===== src/rtl/bgs_pkg.sv =====
package bgs_pkg;

    typedef enum logic [1:0] {
        ST_IDLE    = 2'd0,
        ST_OWN     = 2'd1,
        ST_RECLAIM = 2'd2,
        ST_REFRESH = 2'd3
    } bgs_state_e;

    localparam logic [1:0] MODE_ONEHOT = 2'b00;

endpackage


===== src/rtl/bgs_rr_pick.sv =====
module bgs_rr_pick #(
    parameter int N     = 8,
    parameter int IDX_W = 3
) (
    input  logic [N-1:0]     mask_i,
    input  logic [IDX_W-1:0] last_i,
    output logic             vld_o,
    output logic [IDX_W-1:0] idx_o
);

    // Search starts one past the last winner and wraps around.
    always_comb begin
        vld_o = 1'b0;
        idx_o = '0;
        for (int k = 1; k <= N; k++) begin
            if (!vld_o && mask_i[(int'(last_i) + k) % N]) begin
                vld_o = 1'b1;
                idx_o = IDX_W'((int'(last_i) + k) % N);
            end
        end
    end

endmodule


===== src/rtl/bgs_grant_fmt.sv =====
module bgs_grant_fmt #(
    parameter int IDX_W = 3,
    parameter int GNT_W = 4
) (
    input  logic             onehot_i,
    input  logic             vld_i,
    input  logic [IDX_W-1:0] idx_i,
    output logic [GNT_W-1:0] gnt_o
);

    always_comb begin
        if (onehot_i) begin
            gnt_o = vld_i ? (GNT_W'(1) << idx_i) : '0;
        end else begin
            gnt_o = vld_i ? GNT_W'(idx_i) : '1;
        end
    end

endmodule


===== src/rtl/bus_grant_seq.sv =====
module bus_grant_seq
    import bgs_pkg::*;
#(
    parameter int NUM_SLOTS    = 8,
    parameter int ONEHOT_SLOTS = 4,
    parameter int MIN_HOLD     = 2,
    parameter int REL_LIMIT    = 16,
    localparam int IDX_W       = $clog2(NUM_SLOTS),
    localparam int ENC_W       = $clog2(NUM_SLOTS + 1),
    localparam int GNT_W       = (ENC_W > ONEHOT_SLOTS) ? ENC_W : ONEHOT_SLOTS
) (
    input  logic                 clk,
    input  logic                 rst_n,
    input  logic [1:0]           mode_i,
    input  logic [NUM_SLOTS-1:0] req_i,
    input  logic                 refresh_req_i,
    output logic [GNT_W-1:0]     grant_o,
    output logic                 refresh_gnt_o,
    output logic                 timeout_o
);

    localparam int CNT_W     = $clog2(REL_LIMIT + MIN_HOLD + 1);
    localparam int HOLD_LAST = MIN_HOLD - 1;
    localparam int REL_LAST  = REL_LIMIT - 1;

    typedef struct packed {
        bgs_state_e       st;
        logic [IDX_W-1:0] owner;
        logic [IDX_W-1:0] last;
        logic [CNT_W-1:0] cnt;
        logic             ban_vld;
        logic [IDX_W-1:0] ban_slot;
        logic             tmo;
    } ctl_t;

    ctl_t s_q, s_d;

    logic                 onehot;
    logic [NUM_SLOTS-1:0] elig;
    logic                 pick_vld;
    logic [IDX_W-1:0]     pick_idx;
    logic                 owner_req;
    logic                 contend;

    assign onehot = (mode_i == MODE_ONEHOT);

    // Per-slot eligibility: request, allowed by mode, not banned.
    for (genvar i = 0; i < NUM_SLOTS; i++) begin : g_elig
        assign elig[i] = req_i[i]
                       && (!onehot || (i < ONEHOT_SLOTS))
                       && !(s_q.ban_vld && (s_q.ban_slot == IDX_W'(i)));
    end

    bgs_rr_pick #(
        .N     (NUM_SLOTS),
        .IDX_W (IDX_W)
    ) u_pick (
        .mask_i (elig),
        .last_i (s_q.last),
        .vld_o  (pick_vld),
        .idx_o  (pick_idx)
    );

    assign owner_req = req_i[s_q.owner];
    assign contend   = (|(elig & ~(NUM_SLOTS'(1) << s_q.owner))) || refresh_req_i;

    always_comb begin
        s_d     = s_q;
        s_d.tmo = 1'b0;

        if (s_q.ban_vld && !req_i[s_q.ban_slot]) begin
            s_d.ban_vld = 1'b0;
        end

        case (s_q.st)
            ST_IDLE: begin
                if (refresh_req_i) begin
                    s_d.st = ST_REFRESH;
                end else if (pick_vld) begin
                    s_d.st    = ST_OWN;
                    s_d.owner = pick_idx;
                    s_d.last  = pick_idx;
                    s_d.cnt   = '0;
                end
            end
            ST_OWN: begin
                if (!owner_req) begin
                    s_d.st = ST_IDLE;
                end else if (contend && (s_q.cnt >= CNT_W'(HOLD_LAST))) begin
                    s_d.st  = ST_RECLAIM;
                    s_d.cnt = '0;
                end else if (s_q.cnt < CNT_W'(HOLD_LAST)) begin
                    s_d.cnt = s_q.cnt + 1'b1;
                end
            end
            ST_RECLAIM: begin
                if (!owner_req) begin
                    s_d.st = ST_IDLE;
                end else if (s_q.cnt == CNT_W'(REL_LAST)) begin
                    s_d.st       = ST_IDLE;
                    s_d.tmo      = 1'b1;
                    s_d.ban_vld  = 1'b1;
                    s_d.ban_slot = s_q.owner;
                end else begin
                    s_d.cnt = s_q.cnt + 1'b1;
                end
            end
            ST_REFRESH: begin
                if (!refresh_req_i) begin
                    s_d.st = ST_IDLE;
                end
            end
            default: s_d.st = ST_IDLE;
        endcase
    end

    always_ff @(posedge clk) begin
        if (!rst_n) begin
            s_q.st       <= ST_IDLE;
            s_q.owner    <= '0;
            s_q.last     <= IDX_W'(NUM_SLOTS - 1);
            s_q.cnt      <= '0;
            s_q.ban_vld  <= 1'b0;
            s_q.ban_slot <= '0;
            s_q.tmo      <= 1'b0;
        end else begin
            s_q <= s_d;
        end
    end

    bgs_grant_fmt #(
        .IDX_W (IDX_W),
        .GNT_W (GNT_W)
    ) u_fmt (
        .onehot_i (onehot),
        .vld_i    (s_q.st == ST_OWN),
        .idx_i    (s_q.owner),
        .gnt_o    (grant_o)
    );

    assign refresh_gnt_o = (s_q.st == ST_REFRESH);
    assign timeout_o     = s_q.tmo;

endmodule


===== config.mk =====
export PLATFORM = sky130hd
export DESIGN_NAME = bus_grant_seq
export DESIGN_NICKNAME = d
export VERILOG_FILES = /design/src/rtl/bgs_pkg.sv /design/src/rtl/bgs_rr_pick.sv /design/src/rtl/bgs_grant_fmt.sv /design/src/rtl/bus_grant_seq.sv
export SDC_FILE = /design/constraint.sdc
export NUM_CORES = 1
export LEC_CHECK = 0
export ABC_CLOCK_PERIOD_IN_PS = 4200
export CAP_MARGIN = 30
export CORE_ASPECT_RATIO = 0.6
export CORE_MARGIN = 3
export CORE_UTILIZATION = 25
export CTS_CLUSTER_SIZE = 24
export DETAILED_ROUTE_END_ITERATION = 10
export SKIP_LAST_GASP = 1
export SYNTH_ARGS = -nofsm -noshare
export SYNTH_HDL_FRONTEND = slang
export SYNTH_SLANG_ARGS = --single-unit
export TNS_END_PERCENT = 1

===== constraint.sdc =====
create_clock -name clk -period 4.2 [get_ports clk]
set_input_delay 0.63 -clock clk [delete_from_list [all_inputs] [get_ports clk]]
set_output_delay 0.63 -clock clk [all_outputs]
set_load 0.02 [all_outputs]

### Yosys cells after proc, flatten, opt, wreduce, memory -nomap -nowiden

Index checks and enable logic that the tools add are counted.

| cells by class | value |
|---|---|
| add/sub/neg operators | 9 |
| order comparisons | 12 |
| equal/unequal tests | 21 |
| shift operators | 2 |
| multiplexer cells | 65 |
| bitwise operators | 11 |
| reductions and logical operators | 65 |

Operators with widths:

| kind | number |
|---|---|
| $lt A4 B5 Y1 const B | 8 |
| $mux W5 | 7 |
| $bmux W1 S3 | 10 |
| $logic_and A1 B1 Y1 | 29 |
| $mux W1 | 27 |
| $mux W3 | 8 |
| $reduce_or A3 Y1 | 8 |
| $logic_not A1 Y1 | 17 |
| $pmux W5 S3 | 1 |
| $mux W13 | 1 |
| $add A3 B3 Y3 const B | 4 |
| $eq A3 B3 Y1 const B | 4 |
| $mux W2 | 6 |
| $mux W4 | 3 |
| $ne A2 B2 Y1 const B | 6 |
| $ne A3 B3 Y1 const B | 4 |
| $mux W10 | 1 |
| $reduce_and A3 Y1 | 3 |
| $and A1 B1 Y1 const A | 8 |
| $and A8 B8 Y8 | 1 |
| $lt A3 B4 Y1 const B | 2 |
| $not A8 Y8 | 1 |
| $pmux W2 S4 | 1 |
| $reduce_or A8 Y1 | 1 |
| other kinds (19) | 24 |

| word-level totals | value |
|---|---|
| register bits after elaboration | 18 |
| input port bits | 13 |
| output and inout bits | 6 |
| word-level logic and storage cells | 192 |

### Longest topological paths before layout

Gate-level depths: netlist of the first run.

| logic depth | value |
|---|---|
| depth in word-level cells | 32 |
| gate-level depth with buffers | 15 |
| gate-level depth less buffers | 11 |

### Modules after synthesis

From an unflattened synthesis of the first run, not the netlist that was laid out.

| second synthesis, totals | value |
|---|---|
| cells, all modules | 267 |
| area total of the unflattened synthesis | 2,259.7 sq um |

Modules (own cells, without submodules):

| module | times used | cells an instance | area an instance (sq um) | seq. area each (sq um) |
|---|---|---|---|---|
| bus_grant_seq | 1 | 164 | 1,405.1 | 360.3 |
| bgs_rr_pick | 1 | 93 | 785.8 | 0.0 |
| bgs_grant_fmt | 1 | 10 | 68.8 | 0.0 |

### Worst setup path after synthesis of the first run

No wires, ideal clock.

| path | value |
|---|---|
| path kind | reg2reg |
| start point | register s_q[11] (netlist name) |
| end point | register s_q[12] (netlist name) |
| setup time | 0.132 ns |
| arrival time | 3.025 ns |
| required time | 4.068 ns |
| setup slack | 1.043 ns |
| cell stages (with the launch flop) | 13 |
| buffers on the path | 3 |
| clock period less this slack | 3.157 ns |
| cells stage by stage | dfxtp_1 -> clkbuf_1 -> inv_1 -> ha_1 -> buf_2 -> clkbuf_1 -> a32oi_1 -> a211o_1 -> mux2i_1 -> nor4_1 -> o32a_1 -> o211ai_1 -> o211ai_1 |

| on the way | value |
|---|---|
| word-level cells in the longest chain between the ends | 27 |
| elaborated cells on any way between the ends | 63 |
| those cells by class | add/sub: 8; mux: 40; reduce/logical: 15 |

RTL lines:

| what | line | source |
|---|---|---|
| start, declared | bus_grant_seq.sv:36 | `ctl_t s_q, s_d;` |
| $add A3 B1 Y3 | bgs_rr_pick.sv:16, bgs_rr_pick.sv:18 |  |
| $bmux W1 S3 | bgs_rr_pick.sv:16 | `if (!vld_o && mask_i[(int'(last_i) + k) % N]) begin` |
| $mux W1 (implied by the code) (2 in series) | bgs_rr_pick.sv:16 |  |
| $mux W1 | bgs_rr_pick.sv:16 |  |
| $logic_not A1 Y1 | bgs_rr_pick.sv:16 |  |
| $logic_and A1 B1 Y1 | bgs_rr_pick.sv:16 |  |
| $mux W1 | bgs_rr_pick.sv:16 |  |
| $logic_not A1 Y1 | bgs_rr_pick.sv:16 |  |
| (+10 left out) | - |  |
| $mux W1 | bgs_rr_pick.sv:16 |  |
| $logic_not A1 Y1 | bgs_rr_pick.sv:16 |  |
| $logic_and A1 B1 Y1 | bgs_rr_pick.sv:16 |  |
| $mux W1 | bgs_rr_pick.sv:16 |  |
| $logic_not A1 Y1 | bgs_rr_pick.sv:16 |  |
| $logic_and A1 B1 Y1 | bgs_rr_pick.sv:16 |  |
| $mux W1 | bgs_rr_pick.sv:16 |  |
| $reduce_and A3 Y1 (no source line) | - |  |

Parallel ways exist; a longest one is shown, timed or not. The select of a mux whose other input is x is not followed.
A chain may end at the register's enable or synchronous reset.

### Final worst setup path of the first run

| path | value |
|---|---|
| start point | register s_q[10] (netlist name) |
| end point | register s_q[11] (netlist name) |

Same word-level chain as after synthesis.

==> reports/metrics.csv, run 1 <==
stage,metric,value,unit
hold_path,worst hold path endpoint,s_q[8],
yosys,Synth top area share,15.0,%
timing,RSZ-0062 raised after global routing,no,
grt,largest net degree at the start of global routing,19,
yosys,post-synth net total,321,
placement,DP Area,2670,um^2
clock_tree,hold_buf cts,0,
timing,Setup TNS Final,0,ps
setup_path,WS Path Type,reg2reg,
placement,Post-Place Cells,428,
die,die width,132,um
placement,placer congestion estimate,0.941,
finish,Layout Nets,331,
yosys,Cell variety after synth,77,
finish,layout cell share with drive strength beyond 1,13.4,%
placement,PortBufs,18,
power_and_ir_drop,leakage,1.03,nW
routing,First-pass DRT Iterations,5,
setup_path,CP Cell Sequence,"inv_1, ha_1, nand2b_1, o221ai_1, a21oi_1, o22ai_1, nor4_1, nand2_1, and2_1, a311oi_1, a41oi_1",
finish,filler cell count,966,
clock_tree,H-tree Lvls,1,
yosys,ys flop type,dfxtp_1,
timing,slew margin rel.,19.6,%
timing,fin crit period,3490,ps
setup_path,worst r2r src,s_q[10],
clock_tree,Post-CTS Resized,0,
setup_path,CP Data Arrival Time,3600,ps
setup_path,crit end category,flop,
finish,# diodes,0,
die,num rows,26,
setup_path,Worst Path Required,4310,ps
yosys,Mapped Area,2400,um^2
routing,DR iter-0 viols,304,
setup_path,Startpoint Class,flop,
yosys,"Seq/Total Area, Yosys",15.0,%
power_and_ir_drop,Final Power,1.78,mW
yosys,Yosys reg bits,18,
yosys,number of flops mapped to enable cells by yosys,0,
clock_tree,TritonCTS Sinks,18,
yosys,Syn Inst Count,297,
finish,"most common cell after layout, fill and taps aside",nor2_1,
routing,post-route ant nets,0,
die,die height,81.9,um
finish,Syn-to-layout area delta,14.9,%
finish,"non-filler cells, final",432,
timing,Highest Clock Rate,0.286,GHz
routing,routed vias,2372,
run_status,status,finished clean,
finish,"leading cell types in the layout, fill and taps excluded","nor2_1, nand2_1, a21oi_1, clkdlybuf4s50_1, dfxtp_1",
setup_path,worst reg2reg setup slack,710,ps
yosys,Synth area leaders,"dfxtp_1, ha_1, mux4_2, nor2_1, a21oi_1",
hold_path,Hold Path Cell Cnt,2,
grt,GR Util All Layers,13.1,%
timing,Final Max Tran Viols,0,
clock_tree,Clock Latency Late Sink,250,ps
yosys,"FFs w/ async S/R, synth",0,%
setup_path,Worst Path Max Fanout,18,
setup_path,reg-to-reg endpoint,s_q[11],
clock_tree,CTS tree,yes,
routing,WL/cell,16.6,um
grt,vias in the first global route,2171,
die,die area,10800,um^2
setup_path,Worst path slowest cell,ha_1,
power_and_ir_drop,pwr dens,647,nW/um^2
setup_path,delay of the slowest cell on the worst path,710,ps
clock_tree,"Reg clk slew, reported paths",60,ps
timing,Clock Skew,2.15,ps
timing,Tcrit/Tclk final,83.2,%
hold_path,Hold Startpoint,s_q[8],
grt,gr ovfl total,0,
die,Ports,19,
clock_tree,# Post-CTS Setup Buffers,0,
routing,DR vias/cell,5.49,
flow_run,Max-Cap Viols,0,
placement,post-DP HPWL,5.62,mm
power_and_ir_drop,worst vdd ir,282,uV
hold_path,HP Class,reg2reg,
setup_path,Crit path buffers/inverters,1,
finish,fin area,2750,um^2
yosys,Synth warnings,0,
timing,Fin. Hold Viols,0,
grt,first-pass GRT wire length,11.7,mm
die,CORE AREA,8910,um^2
routing,drc violations,0,
die,initial cell density of the core,26.9,%
yosys,Synth area leader,dfxtp_1,
setup_path,R2R depth,11,
timing,# setup viols final,0,
clock_tree,deepest clock path buffer count,2,
timing,worst slew pin tran,1180,ps
routing,Routed WL,7.15,mm
grt,initial antenna violation count,0,
yosys,syn_area_per_cell,8.07,um^2
setup_path,cell family with most CP delay,simple AND/OR/NAND/NOR gates,
clock_tree,root buffer cell,clkbuf_16,
clock_tree,cts bufs inserted,3,
## Yosys cell counts (all sizes together) (4+ instances only)
library cell  number
a21oi             18
and2               5
nor2              29
mux4               6
nor2b             12
buf               10
dfxtp             18
nand3             11
clkbuf             7
nand3b             5
inv               14
nand2b            12
a211oi             7
ha                11
mux2i             10
nand2             23
o211ai             6
nand4b             4
o21ai             11
nor3               8
o22ai              5
## how the worst max path moves through the flow
stage                  start  endpoint  slack [ps]  cells past startpoint
floorplan            s_q[11]   s_q[12]        1040                     12
global placement    req_i[2]   s_q[10]         520                     10
detailed placement  req_i[2]   s_q[10]         520                     10
CTS                  s_q[10]   s_q[11]         650                     11
global route         s_q[10]   s_q[11]         240                     11
finish               s_q[10]   s_q[11]         710                     11
## where the power goes
group	internal (mW)	total [mW]	switching, mW
clock network	0.145	0.213	0.0683
logic	0.519	1.30	0.782
registers	0.207	0.266	0.0597
## registers in the layout (all words and copies together), names as in the netlist
| name | cells |
|---|---|
| s_q | 17 |
| timeout_o | 1 |
## layer usage
metal	share of wire [%]	wire, um	GRT usage [%]
met3	8.6	615	2.69
met1	53	3800	20.7
met5	0	0	0
met4	0.11	8	0.934
met2	38	2720	18.5
## worst reg2reg max path, cell delays in order, from the launching register on
cell      delay (ps)
dfxtp_1          330
inv_1            150
ha_1             720
nand2b_1         190
o221ai_1         170
a21oi_1          330
o22ai_1          190
nor4_1           600
nand2_1          130
and2_1           190
a311oi_1         290
a41oi_1           70
## cell type report
cell class,instances,area [um^2],share of cell area (%)
multi-input combinational,248,1880,68.4
sequential,18,360,13.1
timing repair buffer,22,210,7.63
tap,126,158,5.72
clock buffer,4,88.8,3.23
inverter,14,52.6,1.91
## stage by stage
stage	setup WS, ps	utilization (%)	hold slack [ps]
floorplan	1040	-	467
global placement	516	29.9	492
detailed placement	517	29.9	497
CTS	650	30.9	505
global route	242	30.9	557
finish	706	30.9	505
## cell families (layout without fill, tap and decap cells)
| logic type | Yosys count | count (layout) | share of synthesized area, % |
|---|---|---|---|
| and+or+nand+nor | 131 | 131 | 33.2 |
| AOI/OAI and AO/OA | 87 | 87 | 28.1 |
| buffers and inverters | 31 | 40 | 6.37 |
| DFF | 18 | 18 | 15.0 |
| muxes | 17 | 17 | 10.8 |
| adders and majority gates | 11 | 11 | 5.74 |
| xor gates and xnor gates | 2 | 2 | 0.731 |
Power figures use the tool's default switching activity.
==> run 2, diff against run 1 <==
- ABC_CLOCK_PERIOD_IN_PS: 4200 -> 3160
- clock period: 4.2 -> 3.16 ns (I/O delays scaled with it)
==> reports/metrics.csv, run 2 (same netlist as run 1, synthesis figures left out) <==
stage,metric,value,unit,change
run_status,status,"finished, violations left",,
run_status,violated checks,negative setup slack,,
routing,routed vias,2561,,+8.0%
finish,Biggest register,s_q,,
die,CORE AREA,8910,um^2,unchanged
die,die height,81.9,um,unchanged
die,Ports,19,,unchanged
setup_path,Worst Path Required,3300,ps,-1010 ps
finish,Layout Utilization,34.2,%,+3.3 points
clock_tree,H-tree Lvls,1,,unchanged
hold_path,HP Class,reg2reg,,
setup_path,Worst Path Max Fanout,6,,-12
finish,fin area,3040,um^2,+11%
finish,max reg flops,17,,unchanged
timing,# setup viols final,1,,+1
clock_tree,TritonCTS Sinks,18,,unchanged
clock_tree,"Reg clk slew, reported paths",60,ps,about the same
timing,fin crit period,3170,ps,
die,die area,10800,um^2,unchanged
timing,final setup margin,-13.6,ps,-720 ps
finish,# diodes,0,,unchanged
timing,RSZ-0062 raised after global routing,yes,,
finish,Layout Nets,365,,+10%
finish,"non-filler cells, final",466,,+7.9%
timing,worst slew pin tran,703,ps,-472 ps
finish,"most common cell after layout, fill and taps aside",buf_4,,
finish,layout cell share with drive strength beyond 1,23.2,%,+9.8 points
finish,"leading cell types in the layout, fill and taps excluded","buf_4, nor2_1, nand2_1",,
grt,GR Util All Layers,13.9,%,+0.75 points
finish,filler cell count,942,,-2.5%
die,die width,132,um,unchanged
die,initial cell density of the core,26.9,%,unchanged
power_and_ir_drop,Final Power,2.69,mW,+51%
die,num rows,26,,unchanged
grt,gr ovfl total,0,,unchanged
setup_path,CP Cell Sequence,"clkdlybuf4s50_1, or3b_2, o22ai_1, a211oi_2, o22ai_1, or3_1, nor3_2, o41ai_2, nor2_1, a211o_1",,
setup_path,Startpoint Class,input port,,
setup_path,CP Data Arrival Time,3320,ps,-280 ps
power_and_ir_drop,leakage,1.20,nW,+16%
timing,hold slack,522,ps,+17.0 ps
setup_path,Worst path slowest cell,clkdlybuf4s50_1,,
placement,Place WS,-243,ps,-760 ps
clock_tree,deepest clock path buffer count,2,,unchanged
grt,initial antenna violation count,0,,unchanged
timing,Tcrit/Tclk final,100,%,
clock_tree,root buffer cell,clkbuf_16,,
power_and_ir_drop,pwr dens,882,nW/um^2,+36%
grt,first-pass GRT wire length,12.4,mm,+5.4%
setup_path,delay of the slowest cell on the worst path,470,ps,-240 ps
clock_tree,cts bufs inserted,3,,unchanged
finish,Syn-to-layout area delta,27.0,%,
clock_tree,Clock Latency Late Sink,250,ps,about the same
timing,Setup TNS Final,-13.6,ps,-13.6 ps
flow_run,Max-Cap Viols,0,,unchanged
timing,slew margin rel.,53.0,%,+33 points
routing,WL/cell,16.5,um,-0.23%
placement,PortBufs,18,,unchanged
placement,placer congestion estimate,0.886,,-5.8%
routing,DR iter-0 viols,222,,-27%
grt,largest net degree at the start of global routing,17,,-2
timing,Clock Skew,2.71,ps,+0.558 ps
setup_path,crit end category,flop,,
power_and_ir_drop,worst vdd ir,382,uV,+36%
placement,DP Area,2930,um^2,+10%
routing,DR vias/cell,5.50,,about the same
setup_path,Crit path top cell by count,o22ai_1,,
grt,vias in the first global route,2380,,+9.6%
timing,Highest Clock Rate,0.315,GHz,
timing,Final Max Tran Viols,0,,unchanged
routing,Routed WL,7.70,mm,+7.6%
clock_tree,CTS tree,yes,,
timing,Fin. Hold Viols,0,,unchanged
clock_tree,hold_buf cts,0,,unchanged
placement,post-DP HPWL,5.96,mm,+6.1%
setup_path,WS Path Type,in2reg,,
routing,drc violations,0,,unchanged
placement,Post-Place Cells,462,,+7.9%
clock_tree,# Post-CTS Setup Buffers,0,,unchanged
routing,First-pass DRT Iterations,5,,unchanged
setup_path,cell family with most CP delay,compound AO/OA/AOI/OAI gates,,
routing,post-route ant nets,0,,unchanged
setup_path,Crit path buffers/inverters,1,,unchanged
-- run 2: path summary, 6_finish.rpt --
check             to  slack [ps]  startpoint  cells after the start
max          s_q[10]         -10    req_i[2]                     10
min reg2reg   s_q[8]         520      s_q[8]                      2
max reg2reg   s_q[7]          90      s_q[3]                     12
min           s_q[8]         520      s_q[8]                      2
-- run 2: repair_timing --
item	CTS	global route
pin swaps	0	0
endpoints found under the setup margin	6	13
resized for setup	2	4
-- run 2: layout make-up --
type                    instances  area, um^2  share of cell area (%)
multi-input cells             248        1900                    62.6
repair buffers                 56         478                    15.7
flip-flops and latches         18         363                    11.9
well taps                     126         158                    5.18
clock buffers                   4        88.8                    2.92
inverters                      14        52.6                    1.73
-- run 2: worst min-delay path: cells and delay by family, from the launching register on --
family             cells  cell delay [ps]
DFF                    1              330
AOI/OAI and AO/OA      2              140
-- run 2: metal layers --
metal  routed length (um)  part of all wire, %  vias up  GRT usage [%]
met1                 4070                   53     1247           21.7
li1                     -                    -     1216              -
met4                   18                 0.23        0           2.18
met5                    0                    0        -              0
met3                  556                  7.2        4           2.51
met2                 3050                   40       94           19.6
-- run 2: power by group --
group          switching, mW  internal [mW]  total [mW]
sequential            0.0826          0.275       0.357
clock                 0.0928          0.193       0.286
combinational           1.14          0.906        2.04
total                   1.31           1.37        2.69
==> run 3, diff against run 2 <==
--- a/config.mk
+++ b/config.mk
@@ -13,4 +13,5 @@
 export CTS_CLUSTER_SIZE = 24
 export DETAILED_ROUTE_END_ITERATION = 10
+export MAX_ROUTING_LAYER = met4
 export SKIP_LAST_GASP = 1
 export SYNTH_ARGS = -nofsm -noshare
==> constraint.sdc (replaced) <==
create_clock -name clk -period 3.16 [get_ports clk]
set_input_delay 0.632 -clock clk [delete_from_list [all_inputs] [get_ports clk]]
set_output_delay 0.632 -clock clk [all_outputs]
set_load 0.02 [all_outputs]
==> reports/metrics.csv, run 3 (same netlist as run 1, synthesis figures left out) <==
stage,metric,value,unit,change
clock_tree,Post-CTS Resized,1,,-1
routing,routed vias,2598,,+1.4%
setup_path,Worst Path Required,3300,ps,about the same
clock_tree,H-tree Lvls,1,,unchanged
placement,placer congestion estimate,0.930,,+5.0%
finish,filler cell count,952,,+1.1%
clock_tree,TritonCTS Sinks,18,,unchanged
setup_path,WS Path Type,in2reg,,
timing,Highest Clock Rate,0.320,GHz,+1.6%
finish,# diodes,0,,unchanged
die,die height,81.9,um,unchanged
setup_path,Startpoint Class,input port,,
routing,drc violations,0,,unchanged
finish,"most common cell after layout, fill and taps aside",buf_4,,
grt,first-pass GRT wire length,13.4,mm,+8.4%
flow_run,Max-Cap Viols,0,,unchanged
power_and_ir_drop,Sw Pwr,1.31,mW,-0.46%
finish,layout cell share with drive strength beyond 1,28.1,%,+4.9 points
finish,fin area,3200,um^2,+5.1%
routing,DR vias/cell,5.31,,-3.3%
power_and_ir_drop,sequential share of power,13.0,%,-0.3 points
finish,Layout Nets,389,,+6.6%
power_and_ir_drop,pwr dens,863,nW/um^2,-2.2%
setup_path,crit end category,flop,,
timing,hold slack,509,ps,-13.1 ps
placement,DP Area,3100,um^2,+5.7%
setup_path,CP Cell Sequence,"clkdlybuf4s50_1, or3b_2, o22ai_1, buf_4, a211oi_2, o22ai_1, or3_1, nor3_2, o41ai_2, nor2_1, a211o_1",,
grt,vias in the first global route,2405,,+1.1%
clock_tree,"Reg clk slew, reported paths",50,ps,about the same
hold_path,HP Class,reg2reg,,
die,Ports,19,,unchanged
die,CORE AREA,8910,um^2,unchanged
timing,Tcrit/Tclk final,98.8,%,-1.6 points
setup_path,cell family with most CP delay,compound AO/OA/AOI/OAI gates,,
clock_tree,root buffer cell,clkbuf_16,,
power_and_ir_drop,Clk pwr share,9.2,%,-1.4 points
finish,Syn-to-layout area delta,33.5,%,
routing,WL/cell,16.7,um,+1.0%
setup_path,delay of the slowest cell on the worst path,470,ps,about the same
die,die area,10800,um^2,unchanged
timing,Fin. Hold Viols,0,,unchanged
power_and_ir_drop,switching share of power,47.3,%,-1.6 points
timing,Setup TNS Final,0,ps,+13.6 ps
routing,Routed WL,8.16,mm,+6.0%
routing,DR iter-0 viols,284,,+28%
power_and_ir_drop,worst vdd ir,406,uV,+6.3%
timing,fin crit period,3120,ps,-50.0 ps
setup_path,Worst path slowest cell,clkdlybuf4s50_1,,
timing,worst slew pin tran,513,ps,-190 ps
clock_tree,CTS tree,yes,,
clock_tree,Clock Latency Late Sink,250,ps,about the same
die,die width,132,um,unchanged
finish,"leading cell types in the layout, fill and taps excluded","buf_4, nor2_1, nand2_1",,
setup_path,Crit path buffers/inverters,2,,+1
setup_path,Crit path top cell by count,o22ai_1,,
clock_tree,hold_buf cts,0,,unchanged
grt,GR Util All Layers,15.7,%,+1.8 points
clock_tree,cts bufs inserted,3,,unchanged
setup_path,Worst Path Max Fanout,6,,unchanged
finish,flip-flop and latch area,360,um^2,-0.69%
timing,# setup viols final,0,,-1
timing,Final Max Tran Viols,0,,unchanged
run_status,status,finished clean,,
clock_tree,deepest clock path buffer count,2,,unchanged
die,num rows,26,,unchanged
clock_tree,# Post-CTS Setup Buffers,0,,unchanged
finish,Layout Utilization,35.9,%,+1.8 points
routing,First-pass DRT Iterations,4,,-1
timing,RSZ-0062 raised after global routing,yes,,
timing,Clock Skew,5.04,ps,+2.33 ps
power_and_ir_drop,combinational share of power,77.8,%,+1.7 points
power_and_ir_drop,Int Power,1.46,mW,+6.0%
timing,slew margin rel.,65.5,%,+13 points
placement,post-DP HPWL,6.61,mm,+11%
grt,largest net degree at the start of global routing,17,,unchanged
placement,PortBufs,18,,unchanged
finish,max reg flops,17,,unchanged
finish,Multi-input gate area,1910,um^2,+0.13%
grt,initial antenna violation count,0,,unchanged
power_and_ir_drop,leakage,1.32,nW,+10%
routing,post-route ant nets,0,,unchanged
finish,Biggest register,s_q,,
die,initial cell density of the core,26.9,%,unchanged
grt,gr ovfl total,0,,unchanged
setup_path,CP Data Arrival Time,3260,ps,-60 ps
-- run 3: area by class of cell --
type | count | share of cell area (%)
clock buffers | 3 | 2.35
well taps | 126 | 4.93
inverters | 14 | 1.64
flip-flops and latches | 18 | 11.3
multi-input cells | 248 | 59.6
repair buffers | 80 | 20.3
-- run 3: routing by layer --
layer	track usage (%)	share of wire, %	wire, um
met1	25.2	55	4460
met5	-	0	0
met2	20.8	38	3070
met4	2.28	0.40	33
met3	1.59	7.3	593
-- run 3: worst paths after layout --
check | to | start | depth (start not counted) | slack, ps
worst min register to register | s_q[8] | s_q[8] | 2 | 510
worst min-delay path | s_q[8] | s_q[8] | 2 | 510
worst max register to register | s_q[11] | s_q[3] | 12 | 90
worst max-delay path | s_q[10] | req_i[2] | 11 | 40
-- run 3: power by group through the flow --
stage          clock network (mW)  registers (mW)  logic, mW
5_1_grt                     0.268           0.372       2.35
3_5_place_dp                    0           0.365       2.08
2_1_floorplan                   0           0.315       1.34
4_1_cts                     0.263           0.359       2.10
6_report                    0.253           0.360       2.15
3_3_place_gp                    0           0.363       2.08
-- run 3: metrics by stage --
stage / std cells / power, mW / worst slack [ps]
floorplan: 297 / 1.65 / 3.43
CTS: 489 / 2.72 / 6.05
detailed placement: 486 / 2.45 / -278
global placement: 486 / 2.45 / -275
finish: 489 / 2.76 / 36.4
global route: 489 / 2.99 / -69.8
-- run 3: tightest hold or removal path, cell delays in order, from the launching register on --
cell	delay, ps
dfxtp_1	320
o21ai_0	80
a21oi_1	60
